===== src/rtl/adc_seq_pkg.sv =====
package adc_seq_pkg;

  typedef enum logic [1:0] {
    S_HUNT  = 2'd0,
    S_FRAME = 2'd1,
    S_BUSY  = 2'd2
  } seq_state_t;

  localparam logic [1:0] MODE_SHORT = 2'b00;
  localparam logic [1:0] MODE_CAL   = 2'b01;
  localparam logic [1:0] MODE_PDOWN = 2'b10;
  localparam logic [1:0] MODE_LONG  = 2'b11;

endpackage


===== src/rtl/adc_seq_sync.sv =====
module adc_seq_sync #(
  parameter int              WIDTH   = 3,
  parameter int              STAGES  = 2,
  parameter logic [WIDTH-1:0] RST_VAL = '0
) (
  input  logic             clk,
  input  logic             rst,
  input  logic [WIDTH-1:0] d,
  output logic [WIDTH-1:0] q
);

  logic [STAGES-1:0][WIDTH-1:0] pipe;

  always_ff @(posedge clk) begin
    if (rst) begin
      for (int i = 0; i < STAGES; i++) pipe[i] <= RST_VAL;
    end else begin
      pipe[0] <= d;
      for (int i = 1; i < STAGES; i++) pipe[i] <= pipe[i-1];
    end
  end

  assign q = pipe[STAGES-1];

endmodule


===== src/rtl/adc_seq_edge.sv =====
module adc_seq_edge (
  input  logic clk,
  input  logic rst,
  input  logic lvl,
  output logic rise,
  output logic fall
);

  logic prev;

  always_ff @(posedge clk) begin
    if (rst) prev <= 1'b0;
    else     prev <= lvl;
  end

  assign rise = lvl & ~prev;
  assign fall = ~lvl & prev;

endmodule


===== src/rtl/adc_seq_result.sv =====
module adc_seq_result #(
  parameter int RES_W = 14
) (
  input  logic             clk,
  input  logic             rst,
  input  logic             load,
  input  logic             shift,
  input  logic             unipolar,
  input  logic [RES_W-1:0] sample,
  output logic             msb
);

  logic [RES_W-1:0] shreg;
  logic [RES_W-1:0] coded;

  // bipolar: offset binary to two's complement by flipping the top bit
  generate
    if (RES_W > 1) begin : g_wide
      assign coded = unipolar ? sample : {~sample[RES_W-1], sample[RES_W-2:0]};
    end else begin : g_narrow
      assign coded = unipolar ? sample : ~sample;
    end
  endgenerate

  always_ff @(posedge clk) begin
    if (rst)        shreg <= '0;
    else if (load)  shreg <= coded;
    else if (shift) shreg <= shreg << 1;
  end

  assign msb = shreg[RES_W-1];

endmodule


===== src/rtl/adc_seq_top.sv =====
module adc_seq_top
  import adc_seq_pkg::*;
#(
  parameter int RES_W       = 14,
  parameter int PORT_W      = 3,
  parameter int SHORT_CLKS  = 24,
  parameter int LONG_CLKS   = 32,
  parameter int SHORT_STB   = 7,
  parameter int LONG_STB    = 15,
  parameter int BUSY_CYCLES = 64,
  parameter int SYNC_STAGES = 2
) (
  input  logic              clk,
  input  logic              rst,
  input  logic              cs_n,
  input  logic              sclk,
  input  logic              din,
  input  logic [RES_W-1:0]  sample,
  output logic              dout,
  output logic              strobe,
  output logic              busy,
  output logic [PORT_W-1:0] port_out
);

  localparam int CTL_W   = 4 + PORT_W;
  localparam int BIT_UNI = CTL_W - 1;
  localparam int BIT_INT = CTL_W - 2;
  localparam int BIT_M1  = CTL_W - 3;
  localparam int CNT_W   = $clog2(LONG_CLKS + 1);
  localparam int RCNT_W  = $clog2(CTL_W + 1);
  localparam int BCNT_W  = $clog2(BUSY_CYCLES + 1);

  localparam logic [CNT_W-1:0]  SHORT_STB_C = CNT_W'(SHORT_STB);
  localparam logic [CNT_W-1:0]  LONG_STB_C  = CNT_W'(LONG_STB);
  localparam logic [CNT_W-1:0]  SHORT_END_C = CNT_W'(SHORT_CLKS);
  localparam logic [CNT_W-1:0]  LONG_END_C  = CNT_W'(LONG_CLKS);
  localparam logic [RCNT_W-1:0] LAST_BIT_C  = RCNT_W'(CTL_W - 1);
  localparam logic [RCNT_W-1:0] ALL_BITS_C  = RCNT_W'(CTL_W);
  localparam logic [BCNT_W-1:0] BUSY_LAST_C = BCNT_W'(BUSY_CYCLES - 1);

  logic cs_s, sclk_s, din_s;
  logic rise_p, fall_p;

  adc_seq_sync #(
    .WIDTH(3), .STAGES(SYNC_STAGES), .RST_VAL(3'b100)
  ) u_sync (
    .clk(clk), .rst(rst),
    .d({cs_n, sclk, din}),
    .q({cs_s, sclk_s, din_s})
  );

  adc_seq_edge u_edge (
    .clk(clk), .rst(rst), .lvl(sclk_s), .rise(rise_p), .fall(fall_p)
  );

  seq_state_t        state;
  logic [CTL_W-1:0]  ctl;
  logic [RCNT_W-1:0] rcnt;
  logic [CNT_W-1:0]  fcnt;
  logic [BCNT_W-1:0] bcnt;

  logic [1:0]        mode_f;
  logic              ext_conv, is_long, active;
  logic [CNT_W-1:0]  fcnt_n, stb_pos, msb_pos, end_pos;
  logic [RCNT_W-1:0] wr_idx;
  logic              res_load, res_shift, res_msb, byte_done, go_busy;

  always_comb begin
    mode_f    = ctl[BIT_M1 -: 2];
    is_long   = (mode_f == MODE_LONG);
    ext_conv  = !ctl[BIT_INT] && (mode_f == MODE_SHORT || is_long);
    stb_pos   = is_long ? LONG_STB_C : SHORT_STB_C;
    msb_pos   = stb_pos + CNT_W'(1);
    end_pos   = is_long ? LONG_END_C : SHORT_END_C;
    fcnt_n    = fcnt + CNT_W'(1);
    wr_idx    = LAST_BIT_C - rcnt;
    active    = !cs_s && (state == S_FRAME);
    res_load  = active && fall_p && ext_conv && (fcnt_n == stb_pos);
    res_shift = active && fall_p && ext_conv && (fcnt_n >= msb_pos);
    byte_done = active && rise_p && (rcnt == LAST_BIT_C);
    go_busy   = ctl[BIT_INT] || (mode_f == MODE_CAL);
  end

  adc_seq_result #(.RES_W(RES_W)) u_result (
    .clk(clk), .rst(rst),
    .load(res_load), .shift(res_shift),
    .unipolar(ctl[BIT_UNI]), .sample(sample),
    .msb(res_msb)
  );

  always_ff @(posedge clk) begin
    if (rst) begin
      state    <= S_HUNT;
      ctl      <= '0;
      rcnt     <= '0;
      fcnt     <= '0;
      bcnt     <= '0;
      port_out <= '0;
      strobe   <= 1'b0;
      dout     <= 1'b0;
      busy     <= 1'b0;
    end else if (cs_s) begin
      state  <= S_HUNT;
      strobe <= 1'b0;
      dout   <= 1'b0;
      busy   <= 1'b0;
    end else begin
      case (state)
        S_HUNT: begin
          if (rise_p && din_s) begin
            state <= S_FRAME;
            ctl   <= '0;
            rcnt  <= '0;
            fcnt  <= '0;
          end
        end
        S_FRAME: begin
          if (rise_p && rcnt != ALL_BITS_C) begin
            ctl[wr_idx] <= din_s;
            rcnt        <= rcnt + RCNT_W'(1);
          end
          if (byte_done) begin
            port_out <= {ctl[PORT_W-1:1], din_s};
            if (go_busy) begin
              state <= S_BUSY;
              busy  <= 1'b1;
              bcnt  <= '0;
            end else if (mode_f == MODE_PDOWN) begin
              state <= S_HUNT;
            end
          end
          if (fall_p) begin
            fcnt   <= fcnt_n;
            strobe <= res_load;
            dout   <= res_shift ? res_msb : 1'b0;
            if (fcnt_n == end_pos) begin
              state <= S_HUNT;
              dout  <= 1'b0;
            end
          end
        end
        S_BUSY: begin
          bcnt <= bcnt + BCNT_W'(1);
          if (bcnt == BUSY_LAST_C) begin
            state <= S_HUNT;
            busy  <= 1'b0;
          end
        end
        default: state <= S_HUNT;
      endcase
    end
  end

endmodule


===== config.mk =====
export PLATFORM = sky130hd
export DESIGN_NAME = adc_seq_top
export DESIGN_NICKNAME = d
export VERILOG_FILES = /design/src/rtl/adc_seq_pkg.sv /design/src/rtl/adc_seq_sync.sv /design/src/rtl/adc_seq_edge.sv /design/src/rtl/adc_seq_result.sv /design/src/rtl/adc_seq_top.sv
export SDC_FILE = /design/constraint.sdc
export NUM_CORES = 1
export LEC_CHECK = 0
export CAP_MARGIN = 10
export CORE_MARGIN = 2
export CORE_UTILIZATION = 55
export DETAILED_ROUTE_END_ITERATION = 7
export PLACE_DENSITY = 0.77
export SLEW_MARGIN = 20
export SYNTH_ARGS = -nofsm -noshare
export SYNTH_HDL_FRONTEND = slang
export SYNTH_SLANG_ARGS = --single-unit

===== constraint.sdc =====
create_clock -name clk -period 2.5 [get_ports clk]
set_input_delay 0.625 -clock clk [delete_from_list [all_inputs] [get_ports clk]]
set_output_delay 0.625 -clock clk [all_outputs]
set_load 0.02 [all_outputs]

* Word-level counts from Yosys, hierarchy flattened
Index checks and enable logic that the tools add are counted.
Widths: inputs -> output; s select.
** Storage, ports and cells
- Logic and storage cells :: 105
- Output and inout bits :: 6
- Bits in registers :: 52
** Cells by class
- Eq/ne operators :: 16
- $add $sub $neg :: 5
- Bitwise operators :: 6
- $lt $le $gt $ge :: 3
- Mux-type cells :: 34
- Reductions and logical operators :: 28
** Operators with widths (number)
- $mux 14 :: 3
- $mux 7 :: 4
- $pmux 7 s2 :: 2
- $mux 6 :: 3
- $reduce_and 4->1 :: 4
- $mux 2 :: 7
- $pmux 6 s2 :: 1
- $logic_and 1x1->1 :: 11
- $ne 2x2->1 const B :: 5
- $add 7x1->7 const B :: 1
- $bwmux 7 :: 1
- $eq 7x6->1 const B :: 1
- $add 6x1->6 const B :: 1
- $eq 2x2->1 const B :: 3
- $eq 6x4->1 :: 1
- $eq 6x6->1 :: 1
- $ge 6x5->1 :: 1
- $mux 1 :: 6
- $mux 3 :: 2
- $pmux 2 s3 :: 1
- $pmux 3 s2 :: 1
- $reduce_bool 2->1 :: 3
- $add 4x1->5 const B :: 1
- $eq 2x1->1 const B :: 2
- other kinds (18) :: 26

* Longest topological paths before layout
- Depth in word-level cells :: 8
- Depth in mapped cells :: 10
- Depth with buffers taken out :: 9

* Modules after synthesis
A second synthesis with hierarchy kept.
** Second synthesis, totals
- Cell total of the unflattened synthesis :: 305
- Area, all modules :: 2760.1 µm²
** By module, submodules not included
- adc_seq_top :: cells an instance 222, times used 1, area each 1868.0 µm²
- adc_seq_result :: cells an instance 64, times used 1, area each 673.1 µm²
- adc_seq_sync :: cells an instance 15, times used 1, area each 180.2 µm²
- adc_seq_edge :: cells an instance 4, times used 1, area each 38.8 µm²

* Worst setup path after synthesis
OpenSTA, ideal clock, no wires.
- Kind :: register to register
- From :: register fcnt[0]
- To :: register state[0]
- Cell stages (with the launch flop) :: 10
- Data required time :: 2382 ps
- Data arrival time :: 2020 ps
- Path slack :: 361 ps
- Cell sequence :: dfxtp_1 > ha_1 > nand3_1 > xnor2_1 > ha_1 > or3_1 > a21oi_1 > nand2_1 > nand4_1 > a21oi_1
** Between the ends
- Cells in the longest elaborated chain, start to end :: 5
** Ends and longest elaborated chain
- start, declared :: RTL line adc_seq_top.sv:59 : logic [CNT_W-1:0] fcnt;
- start signal, assigned :: RTL line adc_seq_top.sv:133 : fcnt <= fcnt_n;
- $add 6x1->6 :: RTL line adc_seq_top.sv:75 : fcnt_n = fcnt + CNT_W'(1);
- $eq 6x6->1 :: RTL line adc_seq_top.sv:136 : if (fcnt_n == end_pos) begin
- $mux 2 :: RTL line adc_seq_top.sv:136
- $mux 2 :: RTL line adc_seq_top.sv:132 : if (fall_p) begin
- $pmux 2 s3 :: RTL line adc_seq_top.sv:108 : case (state)
- end signal, assigned :: RTL line adc_seq_top.sv:111 : state <= S_FRAME;
- end signal, assigned :: RTL line adc_seq_top.sv:129 : state <= S_HUNT;
- end signal, assigned :: RTL line adc_seq_top.sv:137 : state <= S_HUNT;
- end, declared :: RTL line adc_seq_top.sv:56 : seq_state_t state;
No other way between the ends.
A chain may end at the register's enable or synchronous reset.

* Final worst setup path
Ends and elaborated chain as after synthesis.

==> run metrics <==
DP HPWL=3559 µm; critical path capture point type=flip-flop; Peak VDD IR=0.5364 mV; final setup margin=0.2383 ns; gr ovfl total=0; crit-path most repeated cell=ha_1; startpoint type of the worst setup path=flip-flop; Synth top area share=39.02%; die height=72.97 µm; Critical-path top delay cell=dfxtp_1; Avg Inst Size Synth=8.550 µm²; # IOs=25; largest net degree at the start of global routing=28; Starting DRT DRC Count=140; max-cap viol count=0; Fin. Hold Viols=0; worst-path cell chain=ha_1, nand3_1, xnor2_2, ha_1, or3_1, a21oi_2, nand2_1, nand4_1, a21oi_1; Post-Syn Area=0.002616 mm²; commonest non-fill, non-tap cell in the layout=dfxtp_1; total length of routed wires=4903 µm; critical path class=flip-flop to flip-flop; Cell variety after synth=50; count of final max-slew check failures=0; Die ar.=0.005325 mm²; Die W=72.97 µm; mux cell area share after synthesis=6.934%; setup TNS=0 ns; CP delay by family, top=simple AND/OR/NAND/NOR gates; Clk pwr share=40.1%; utilization after layout=64.56%; Peak Freq=0.4422 GHz; RSZ-0062 raised after global routing=no; worst clock skew=0.01258 ns; Post-Syn Instances=306; Area contributors post-synth=dfxtp_1 39%, ha_1 7.2%, mux2i_1 6.5%, nand2_1 5.0%, a21oi_1 4.6%; Clk Latency, worst-skew pair=0.32 ns; Net Switching=309.7 µW; TritonRoute pass-1 iters=4; relative slew slack=67.09%; Via density=5.534; highest-count cells in the layout ignoring fill and taps=51 x dfxtp_1, 35 x nand2_1, 25 x nor2_1; number of port buffers=24; fin crit period=2.262 ns; CP max FO=6; HP Class=flip-flop to flip-flop; adder and majority gate portion of the synthesized area=7.174%; Reg power frac=56.1%; total global-route track usage=19.95%; P_leak=1.147 nW; Ys Warns=0; Buf+Inv Stages, Crit Path=0; Compound-Gate Fraction of Synth Area=14.44%; Final ANT Viol Nets=0; Num CTS Buffers=5; row cnt=25; CTS H-tree depth=2; initial antenna violation count=0; Synth Area in XOR/XNOR=2.343%; nets=361; largest family of logic cells by synthesized area=simple AND/OR/NAND/NOR gates; routed vias=2114; cts hold-fix bufs=0; Initial Util=56.13%; max incr delay on CP=0.43 ns; Critical Path RT=2.71 ns; global-route wire length before repair=8397 µm; Final Cycle Share=90.47%; Seq cells post-synth=51; Worst-path clk slew=0.09 ns; sequential area share after synthesis=39.02%; P_int=1.153 mW; simple-gate portion of the synthesized area=24.87%; clk sinks=51; Sw Share=21.18%; pwr/cell area=485.9 mW/mm²; leading area contributor after synthesis=dfxtp_1; combinational power share=3.7%; layout cell share with drive strength beyond 1=9.756%; final hold slack=0.4200 ns; Post-Syn Nets=340; Fillers=405; Worst Path Arrival=2.47 ns; TritonCTS clock tree=yes; Remaining DRCs=0; clock root buffer=clkbuf_8; core area=0.004661 mm²; Area Overhead vs Synth=15.02%; # diodes=0; vias in the first global route=1927; status=complete, no violations; worst slew pin tran=0.4899 ns; GP Congestion=0.8349; Post-CTS Setup Bufs=0; worst slack, placed=0.1171 ns; routed length per instance=12.84 µm; number of setup violations in the final report=0; CTS max path bufs=2
==> per-stage QoR <==
step / cell area, µm² / power, mW / cells
5_1_grt: 3009 / 1.507 / 382
6_report: 3009 / 1.462 / 382
4_1_cts: 2998 / 1.481 / 382
2_1_floorplan: 2616 / 0.8594 / 306
3_5_place_dp: 2883 / 0.8944 / 374
3_3_place_gp: 2883 / 0.8936 / 374
==> path summary, 6_finish.rpt <==
path,start,to,slack (ns),depth (start not counted)
worst max-delay path,fcnt[0],state[0],0.24,9
worst min-delay path,u_sync.pipe[2],u_sync.q[2],0.42,1
worst max register to register,fcnt[0],state[0],0.24,9
worst min register to register,u_sync.pipe[2],u_sync.q[2],0.42,1
==> worst register-to-register path: cells and delay by family (launching register included) <==
| kind | cells | cell delay (ns) |
|---|---|---|
| and+or+nand+nor | 4 | 0.72 |
| adders and majority gates | 2 | 0.53 |
| DFF | 1 | 0.43 |
| AOI/OAI and AO/OA | 2 | 0.26 |
| xor gates and xnor gates | 1 | 0.22 |
==> final cells by class <==
cell class	instances	area, µm²	area share (%)
multi-input cells	229	1470	48.86
flip-flops and latches	51	1021	33.93
repair buffers	30	297.8	9.896
clock buffers	5	68.82	2.287
well taps	54	67.56	2.245
clock inverters	3	46.29	1.538
inverters	10	37.54	1.247
==> power groups by stage <==
stage                     clock network [mW]  registers [mW]  logic (mW)
after floorplan                            0           0.838      0.0216
after global placement                     0           0.839      0.0546
after detailed placement                   0           0.839      0.0550
after CTS                              0.605           0.820      0.0555
after global routing                   0.626           0.821      0.0596
final                                  0.587           0.820      0.0548
==> logic make-up (layout without fill, tap and decap cells) <==
logic type,count (synthesis),count (layout)
AO/OA/AOI/OAI,68,68
flip-flops,51,51
buffers and inverters,26,48
adder cells (fa/ha/maj),15,15
XOR/XNOR,7,7
multiplexers,18,18
AND/OR/NAND/NOR,121,121
==> flip-flops by register name, indices dropped and copies added (netlist names), 2 cells and up <==
signal and flops:
rcnt 3, bcnt 7, ctl 6, state 2
u_result.shreg 14, port_out 3, u_sync.q 3, fcnt 6
u_sync.pipe 3
==> timing repair <==
item | 4_1_cts | 5_1_grt
setup endpoints to repair | 0 | 2
gates resized for setup | 0 | 2
endpoints found under the hold margin | 0 | 0
==> metal layers <==
| layer | part of all wire, % | routed length [µm] | GRT usage, % |
|---|---|---|---|
| met2 | 46 | 2266 | 32.42 |
| met5 | 0 | 0 | 0 |
| met4 | 1.7 | 82 | 9.259 |
| met1 | 48 | 2361 | 25.71 |
| met3 | 3.9 | 192 | 3.591 |
==> synthesized netlist by cell type (all sizes together) <==
| library cell | count |
|---|---|
| a31oi | 3 |
| mux2i | 17 |
| o21bai | 1 |
| clkbuf | 10 |
| nor2 | 25 |
| nand4b | 3 |
| or2 | 5 |
| and3 | 1 |
| inv | 10 |
| a22oi | 3 |
| nand2b | 4 |
| dfxtp | 51 |
| or4 | 2 |
| nor2b | 7 |
| nand4 | 3 |
| nand3 | 9 |
| a2bb2oi | 1 |
| o21a | 1 |
| and3b | 1 |
| nor3 | 9 |
| or3b | 1 |
| xnor2 | 5 |
| and2b | 1 |
| a41oi | 1 |
| a21oi | 24 |
| nand3b | 4 |
| xor2 | 2 |
| ha | 15 |
| mux2 | 1 |
| o21ai | 31 |
| buf | 6 |
| and2 | 2 |
| nor3b | 2 |
| o31ai | 2 |
| nand2 | 36 |
| or3 | 6 |
| a31o | 1 |
Power figures use the tool's default switching activity.
